$ cat config.mk
export PLATFORM = sky130hd
export DESIGN_NAME = lut_column
export DESIGN_NICKNAME = d
export VERILOG_FILES = /design/src/rtl/lut_col_pkg.sv /design/src/rtl/lut_cfg_reg.sv /design/src/rtl/lut_cell.sv /design/src/rtl/lut_column.sv
export SDC_FILE = /design/constraint.sdc
export NUM_CORES = 1
export LEC_CHECK = 0
export BUFFER_PORTS_ARGS = -buffer_cell sky130_fd_sc_hd__buf_2
export CAP_MARGIN = 5
export CORE_MARGIN = 2
export CORE_UTILIZATION = 35
export CTS_BUF_LIST = sky130_fd_sc_hd__clkbuf_4 sky130_fd_sc_hd__clkbuf_8
export DETAILED_ROUTE_END_ITERATION = 7
export GPL_ROUTABILITY_DRIVEN = 0
export PLACE_DENSITY_LB_ADDON = 0.08
export REMOVE_ABC_BUFFERS = 1
export SYNTH_ARGS = -nofsm -noshare
export SYNTH_HDL_FRONTEND = slang
export SYNTH_SLANG_ARGS = --single-unit
export TNS_END_PERCENT = 30
$ cat constraint.sdc
create_clock -name clk -period 8.04 [get_ports clk]
set_clock_uncertainty 0.2 [all_clocks]
set_input_delay 1.608 -clock clk [delete_from_list [all_inputs] [get_ports clk]]
set_output_delay 1.608 -clock clk [all_outputs]
set_load 0.01 [all_outputs]
$ cat src/rtl/lut_col_pkg.sv
package lut_col_pkg;
  localparam int LUT_K   = 4;
  localparam int TT_BITS = 1 << LUT_K;

  typedef struct packed {
    logic [TT_BITS-1:0] tt;
    logic               arith;
    logic               casc_en;
    logic               casc_or;
    logic               bypass;
    logic               cin;
  } le_cfg_t;

  localparam int CFG_W = $bits(le_cfg_t);
endpackage

$ cat src/rtl/lut_cfg_reg.sv
module lut_cfg_reg
  import lut_col_pkg::*;
(
  input  logic    clk,
  input  logic    rst_n,
  input  logic    we,
  input  le_cfg_t d,
  output le_cfg_t q
);
  le_cfg_t q_nx;

  always_comb begin
    q_nx = q;
    if (we) q_nx = d;
  end

  always_ff @(posedge clk or negedge rst_n) begin
    if (!rst_n) q <= '0;
    else        q <= q_nx;
  end

  // a written word is present after the edge
  p_cfg_load_r1: assert property (@(posedge clk) disable iff (!rst_n)
    we |=> (q == $past(d)));
  // without a write the word is unchanged
  p_cfg_hold_r1: assert property (@(posedge clk) disable iff (!rst_n)
    !we |=> $stable(q));
endmodule

$ cat src/rtl/lut_cell.sv
module lut_cell
  import lut_col_pkg::*;
(
  input  logic             clk,
  input  logic             rst_n,
  input  logic             sclr,
  input  le_cfg_t          cfg,
  input  logic [LUT_K-1:0] sel_in,
  input  logic             ci,
  input  logic             casc_in,
  output logic             co,
  output logic             casc_out,
  output logic             dout
);
  logic [LUT_K-1:0] addr;
  logic             lut_bit;
  logic             comb_val;
  logic             q, q_nx;

  always_comb begin
    addr = sel_in;
    if (cfg.arith) addr[2] = ci;
    lut_bit = cfg.tt[addr];
  end

  always_comb begin
    if (!cfg.casc_en)    comb_val = lut_bit;
    else if (cfg.casc_or) comb_val = lut_bit | casc_in;
    else                 comb_val = lut_bit & casc_in;
  end

  always_comb begin
    if (cfg.arith)
      co = (sel_in[0] & sel_in[1]) | (sel_in[0] & ci) | (sel_in[1] & ci);
    else
      co = ci;
  end

  always_comb begin
    q_nx = comb_val;
    if (sclr) q_nx = 1'b0;
  end

  always_ff @(posedge clk or negedge rst_n) begin
    if (!rst_n) q <= 1'b0;
    else        q <= q_nx;
  end

  assign casc_out = comb_val;
  assign dout     = cfg.bypass ? comb_val : q;

  p_sclr_clear_r7: assert property (@(posedge clk) disable iff (!rst_n)
    sclr |=> !q);
  p_reg_capture_r3: assert property (@(posedge clk) disable iff (!rst_n)
    !sclr |=> (q == $past(comb_val)));
  p_and_zero_r6: assert property (@(posedge clk) disable iff (!rst_n)
    (cfg.casc_en && !cfg.casc_or && !lut_bit) |-> !casc_out);
  p_or_one_r6: assert property (@(posedge clk) disable iff (!rst_n)
    (cfg.casc_en && cfg.casc_or && lut_bit) |-> casc_out);
  p_carry_gen_r4: assert property (@(posedge clk) disable iff (!rst_n)
    (cfg.arith && sel_in[0] && sel_in[1]) |-> co);
  p_carry_kill_r4: assert property (@(posedge clk) disable iff (!rst_n)
    (cfg.arith && !sel_in[0] && !sel_in[1]) |-> !co);
endmodule

$ cat src/rtl/lut_column.sv
module lut_column
  import lut_col_pkg::*;
#(
  parameter  int NUM_LE = 10,
  localparam int SEL_W  = (NUM_LE > 1) ? $clog2(NUM_LE) : 1
) (
  input  logic                    clk,
  input  logic                    rst_n,
  input  logic                    sclr,
  input  logic                    cfg_we,
  input  logic [SEL_W-1:0]        cfg_sel,
  input  logic [CFG_W-1:0]        cfg_word,
  input  logic [NUM_LE*LUT_K-1:0] din,
  output logic [NUM_LE-1:0]       dout,
  output logic                    carry_out
);
  logic    rst_meta, rst_sync;
  le_cfg_t cfg_q [NUM_LE];
  logic    carry [NUM_LE+1];
  logic    casc  [NUM_LE+1];

  always_ff @(posedge clk or negedge rst_n) begin
    if (!rst_n) begin
      rst_meta <= 1'b0;
      rst_sync <= 1'b0;
    end else begin
      rst_meta <= 1'b1;
      rst_sync <= rst_meta;
    end
  end

  assign carry[0]  = cfg_q[0].cin;
  assign casc[0]   = ~cfg_q[0].casc_or;
  assign carry_out = carry[NUM_LE];

  for (genvar i = 0; i < NUM_LE; i++) begin : g_le
    logic we_i;
    assign we_i = cfg_we && (cfg_sel == SEL_W'(i));

    lut_cfg_reg u_cfg (
      .clk   (clk),
      .rst_n (rst_sync),
      .we    (we_i),
      .d     (le_cfg_t'(cfg_word)),
      .q     (cfg_q[i])
    );

    lut_cell u_cell (
      .clk      (clk),
      .rst_n    (rst_sync),
      .sclr     (sclr),
      .cfg      (cfg_q[i]),
      .sel_in   (din[i*LUT_K +: LUT_K]),
      .ci       (carry[i]),
      .casc_in  (casc[i]),
      .co       (carry[i+1]),
      .casc_out (casc[i+1]),
      .dout     (dout[i])
    );
  end
endmodule

# ---- Word-level counts from Yosys, hierarchy flattened
# Cells that the tools add are included.
dict set report word_totals {
  ff_bits 213
  input_bits 69
  output_inout_bits 11
  elab_cells 244
}
dict set report op_classes {
  magnitude_cmp 10
  n_eq_ne 9
  muxes 80
  bitwise 71
  reduce_logical 11
}
# op count
set op_table {}
lappend op_table {{1-bit two-way mux} 70}
lappend op_table {{4-bit by 5-bit < comparator with 1-bit output (second input constant)} 10}
lappend op_table {{1-bit bitwise AND} 40}
lappend op_table {{1-bit binary-select mux with 4-bit select} 10}
lappend op_table {{1-bit OR} 30}
lappend op_table {{4-bit by 3-bit == test with 1-bit output (second input constant)} 4}
lappend op_table {{1-bit logical AND} 10}
lappend op_table {{4-bit by 2-bit == test with 1-bit output (second input constant)} 2}
lappend op_table {{4-bit == test (second input constant)} 2}
lappend op_table {{4-bit by 1-bit == test with 1-bit output (second input constant)} 1}
lappend op_table {{4-bit logical NOT} 1}
lappend op_table {{1-bit inverter} 1}

# ---- Longest topological paths before layout
dict set report depth {
  ltp_word 43
  ltp_mapped 16
  mapped_depth_nobuf 14
}

# ---- Modules after synthesis
# Synthesis repeated with hierarchy kept, for this count alone.
dict set report unflattened {
  hier_cells 680
  area_unflattened_um2 11153.2
}
# module n_inst cells_per_inst area_each_um2 seq_area_each_um2
set by_module_without_submodules {}
lappend by_module_without_submodules {lut_cfg_reg 10 44 859.6 525.5}
lappend by_module_without_submodules {lut_cell 10 22 241.5 25.0}
lappend by_module_without_submodules {lut_column 1 20 142.6 50.0}

# ---- Worst setup path after synthesis
# OpenSTA, ideal clock, no wires.
dict set report synth_path {
  path_kind {input port to output port}
  start {in din[0]}
  end {out dout[9]}
  t_arrival_ns 4.842
  path_slack_ns 1.390
  path_stages 16
  n_path_buf 2
  cell_sequence {buf_6 > nand2b_1 > a221oi_4 > a2bb2oi_2 > mux2i_1 > nor2_2 > nor4_1 > nor3_1 > a211oi_2 > a21oi_2 > a31oi_1 > o41ai_1 > o31ai_2 > nand4_1 > o2111ai_1 > buf_4}
}
dict set report synth_between {
  elab_chain_cells 43
}
# element line_no
set synth_lines {}
lappend synth_lines {{start: declaration} lut_column.sv:13} ;# input logic [NUM_LE*LUT_K-1:0] din,
lappend synth_lines {{1-bit bitwise AND} lut_cell.sv:34} ;# co = (sel_in[0] & sel_in[1]) | (sel_in[0] & ci) | (sel_in[1] & ci);
lappend synth_lines {{1-bit OR (2 in a row)} lut_cell.sv:34}
lappend synth_lines {{1-bit two-way mux} lut_cell.sv:33} ;# if (cfg.arith)
lappend synth_lines {{1-bit bitwise AND} lut_cell.sv:34}
lappend synth_lines {{1-bit OR (2 in a row)} lut_cell.sv:34}
lappend synth_lines {{1-bit two-way mux} lut_cell.sv:33}
lappend synth_lines {{1-bit bitwise AND} lut_cell.sv:34}
lappend synth_lines {{1-bit OR (2 in a row)} lut_cell.sv:34}
lappend synth_lines {{(+24 left out)} --}
lappend synth_lines {{1-bit two-way mux} lut_cell.sv:33}
lappend synth_lines {{1-bit two-way mux} lut_cell.sv:22} ;# if (cfg.arith) addr[2] = ci;
lappend synth_lines {{1-bit binary-select mux with 4-bit select} lut_cell.sv:23} ;# lut_bit = cfg.tt[addr];
lappend synth_lines {{1-bit two-way mux (not written as such)} lut_cell.sv:23}
lappend synth_lines {{1-bit bitwise AND or 1-bit OR (tied branches)} {lut_cell.sv:29, lut_cell.sv:28}}
lappend synth_lines {{1-bit two-way mux} lut_cell.sv:28} ;# else if (cfg.casc_or) comb_val = lut_bit | casc_in;
lappend synth_lines {{1-bit two-way mux *} lut_cell.sv:27} ;# if (!cfg.casc_en) comb_val = lut_bit;
lappend synth_lines {{1-bit two-way mux *} lut_cell.sv:50} ;# assign dout = cfg.bypass ? comb_val : q;
lappend synth_lines {{end: declaration} lut_column.sv:14} ;# output logic [NUM_LE-1:0] dout,
# Mark *: on every way between the ends. The rest lies on a longest branch, timed or not. The select of a mux whose other input is x is not followed.

# ---- Worst setup path in the final report
# Ends and elaborated chain as after synthesis.

==> flow_metrics.env <==
export IMPL_p_per_area_mw_per_mm2=286
export IMPL_grt_usage=0.182
export IMPL_wirelength_um=27100
export IMPL_fillerInstances=2775
export IMPL_cp_end_kind="output pin"
export IMPL_synth_cell_area_mm2=0.0103
export IMPL_std_cell_rows=62
export IMPL_synth_area_leaders="dfrtp_1 (51%), mux2_2 (22%), mux4_2 (8.5%)"
export IMPL_final_common_cell="dfrtp_1"
export IMPL_ff_latch_area_mm2=0.00528
export IMPL_place_hpwl_um=18100
export IMPL_setup_viol_count_final=0
export IMPL_cts_tree="built"
export IMPL_min_path_type="reg -> reg"
export IMPL_critPathRequiredTime_ps=6230
export IMPL_numCtsBuffers=41
export IMPL_worstHoldStart="rst_meta"
export IMPL_core_area_mm2=0.0289
export IMPL_syn_to_final_growth_pct=15.0
export IMPL_r2r_cells=14
export IMPL_ys_seq_area_frac=0.512
export IMPL_io_buffers=79
export IMPL_overflow=0
export IMPL_synth_edff_count=0
export IMPL_fmax_mhz=138
export IMPL_path_max_fanout=7
export IMPL_yosys_most_used_dff="dfrtp_1"
export IMPL_layout_common_cells="dfrtp_1 (210), mux2_2 (198), buf_2 (79)"
export IMPL_final_nets=888
export IMPL_power_leakage_uw=0.00519
export IMPL_rrSetupSlack_ps=3770
export IMPL_final_area_mm2=0.0119
export IMPL_cts_buffer_depth=3
export IMPL_dr_pass1_iters=4
export IMPL_r2r_start="g_le[0].u_cfg.q[0]"
export IMPL_hold_end="rst_sync"
export IMPL_grt_max_degree=78
export IMPL_status="complete, no violations"
export IMPL_multiInputGateArea_mm2=0.00467
export IMPL_ctsResizeCount=0
export IMPL_syn_avg_cell_area_um2=13.7
export IMPL_tightest_slew_ps=1210
export IMPL_rsz0062_at_grt="no"
export IMPL_grt_pass1_wl_um=42100
export IMPL_post_cts_setup_buffer_count=0
export IMPL_post_drt_wl_per_cell_um=22.0
export IMPL_dieArea_mm2=0.0308
export IMPL_synth_distinct_cells=69
export IMPL_n_antenna_cell=0
export IMPL_dpl_cell_area_mm2=0.0110
export IMPL_dieHeight_um=176
export IMPL_r2r_end="g_le[9].u_cell.q"
export IMPL_final_core_util=0.411
export IMPL_slew_headroom=0.194
export IMPL_first_iter_violations=349
export IMPL_ys_ff_latch=211
export IMPL_hold_violations=0
export IMPL_path_clk_slew_ps=50
export IMPL_max_cap_violations=0
export IMPL_synth_area_leader_cell="dfrtp_1"
export IMPL_ctsHoldBuffers=0
export IMPL_synth_top_area_frac=0.512
export IMPL_antenna_found_initial=0
export IMPL_arrival_ps=5450
export IMPL_clkLatencyLatePin_ps=540
export IMPL_io_pins=80
export IMPL_ant_nets=0
export IMPL_avgViaCountPerCell=5.24
export IMPL_ir_drop_uv=124
export IMPL_grt_pass1_vias=7010
export IMPL_finalMaxSlewViolations=0
export IMPL_async_flop_share=1.00
export IMPL_finalCriticalPeriod_ps=7260
export IMPL_clkSinkCount=211
export IMPL_finalSetupTns_ps=0
export IMPL_via_count=6473
export IMPL_start_util=0.357
export IMPL_synthCells=753
export IMPL_drc=0
export IMPL_critPathKind="in -> out"
export IMPL_synth_warnings=0
export IMPL_start_kind="primary input"
export IMPL_die_width_um=176
export IMPL_fin_crit_sh=0.903
export IMPL_cts_root_buffer="clkbuf_8"
export IMPL_drive_gt1_frac=0.498
export IMPL_h_tree_depth=2
export IMPL_hold_path_depth=0
per-layer routing:
| layer | track usage | vias to the layer above | share of wire | wire length (µm) |
|---|---|---|---|---|
| met5 | 0 | - | 0 | 0 |
| met4 | 0.0482 | 0 | 0.018 | 491 |
| met3 | 0.0268 | 41 | 0.035 | 954 |
| met2 | 0.303 | 137 | 0.49 | 13200 |
| met1 | 0.251 | 3398 | 0.46 | 12500 |
| li1 | - | 2897 | - | - |
per-stage QoR:
step	std cells	hold WS (ps)	setup slack, ps	total power, µW
finish	1235	151	779	3390
global route	1235	163	399	3600
CTS	1235	153	780	3450
detailed placement	1160	143	804	2270
global placement	1160	137	889	2230
floorplan	693	131	1520	2020
cells in the mapped netlist, drive strengths merged, types with 5 or more instances:
cell / number
mux2: 199
dfrtp: 211
mux2i: 18
a21oi: 16
nand3: 11
nand2b: 11
mux4: 43
o211ai: 6
nor2: 31
a31oi: 5
inv: 23
o31ai: 6
clkbuf: 24
nand2: 33
nor2b: 8
o21ai: 19
buf: 36
worst max path at each step:
stage | endpoint | slack, ps | cells past startpoint | startpoint
after floorplan | g_le[0].u_cell.q | 1520 | 0 | rst_sync
after global routing | dout[9] | 400 | 16 | din[0]
after global placement | dout[9] | 890 | 16 | din[0]
after CTS | dout[9] | 780 | 16 | din[0]
final | dout[9] | 780 | 16 | din[0]
after detailed placement | dout[9] | 800 | 16 | din[0]
final cells by class:
class / count / area share
inverter: 23 / 0.00728
clock inverter: 4 / 0.00190
multi-input combinational: 459 / 0.394
timing repair buffer: 83 / 0.0359
clock buffer: 71 / 0.0745
sequential: 211 / 0.446
tap: 384 / 0.0405
state kept, by name (all words and copies together) (netlist names):
| name | count |
|---|---|
| g_le.u_cfg.q | 199 |
| g_le.u_cell.q | 10 |
| rst_meta | 1 |
| rst_sync | 1 |
critical path: stages:
cell and delay, ps:
buf_2 160, nand2b_1 210, a221oi_4 440, a2bb2oi_2 280, mux2i_1 340, nor2_2 100
nor4_1 460, nor3_1 160, a211oi_2 400, a21oi_2 120, a31oi_1 220, o41ai_1 110
o31ai_2 410, nand4_1 140, o2111ai_1 120, buf_2 160
report_power, final:
group	switching [µW]	internal, µW
logic	375	417
clock network	458	687
registers	148	1310
kinds of logic (layout without fill, tap and decap cells):
group	count (synthesis)	after routing	synth area share
buffers and inverters	83	181	0.0351
flip-flops	211	211	0.512
other	1	1	0.000364
multiplexers	260	260	0.331
AO/OA/AOI/OAI	83	83	0.0665
AND/OR/NAND/NOR	115	115	0.0543
No activity file was read; power rests on OpenSTA's default activity.
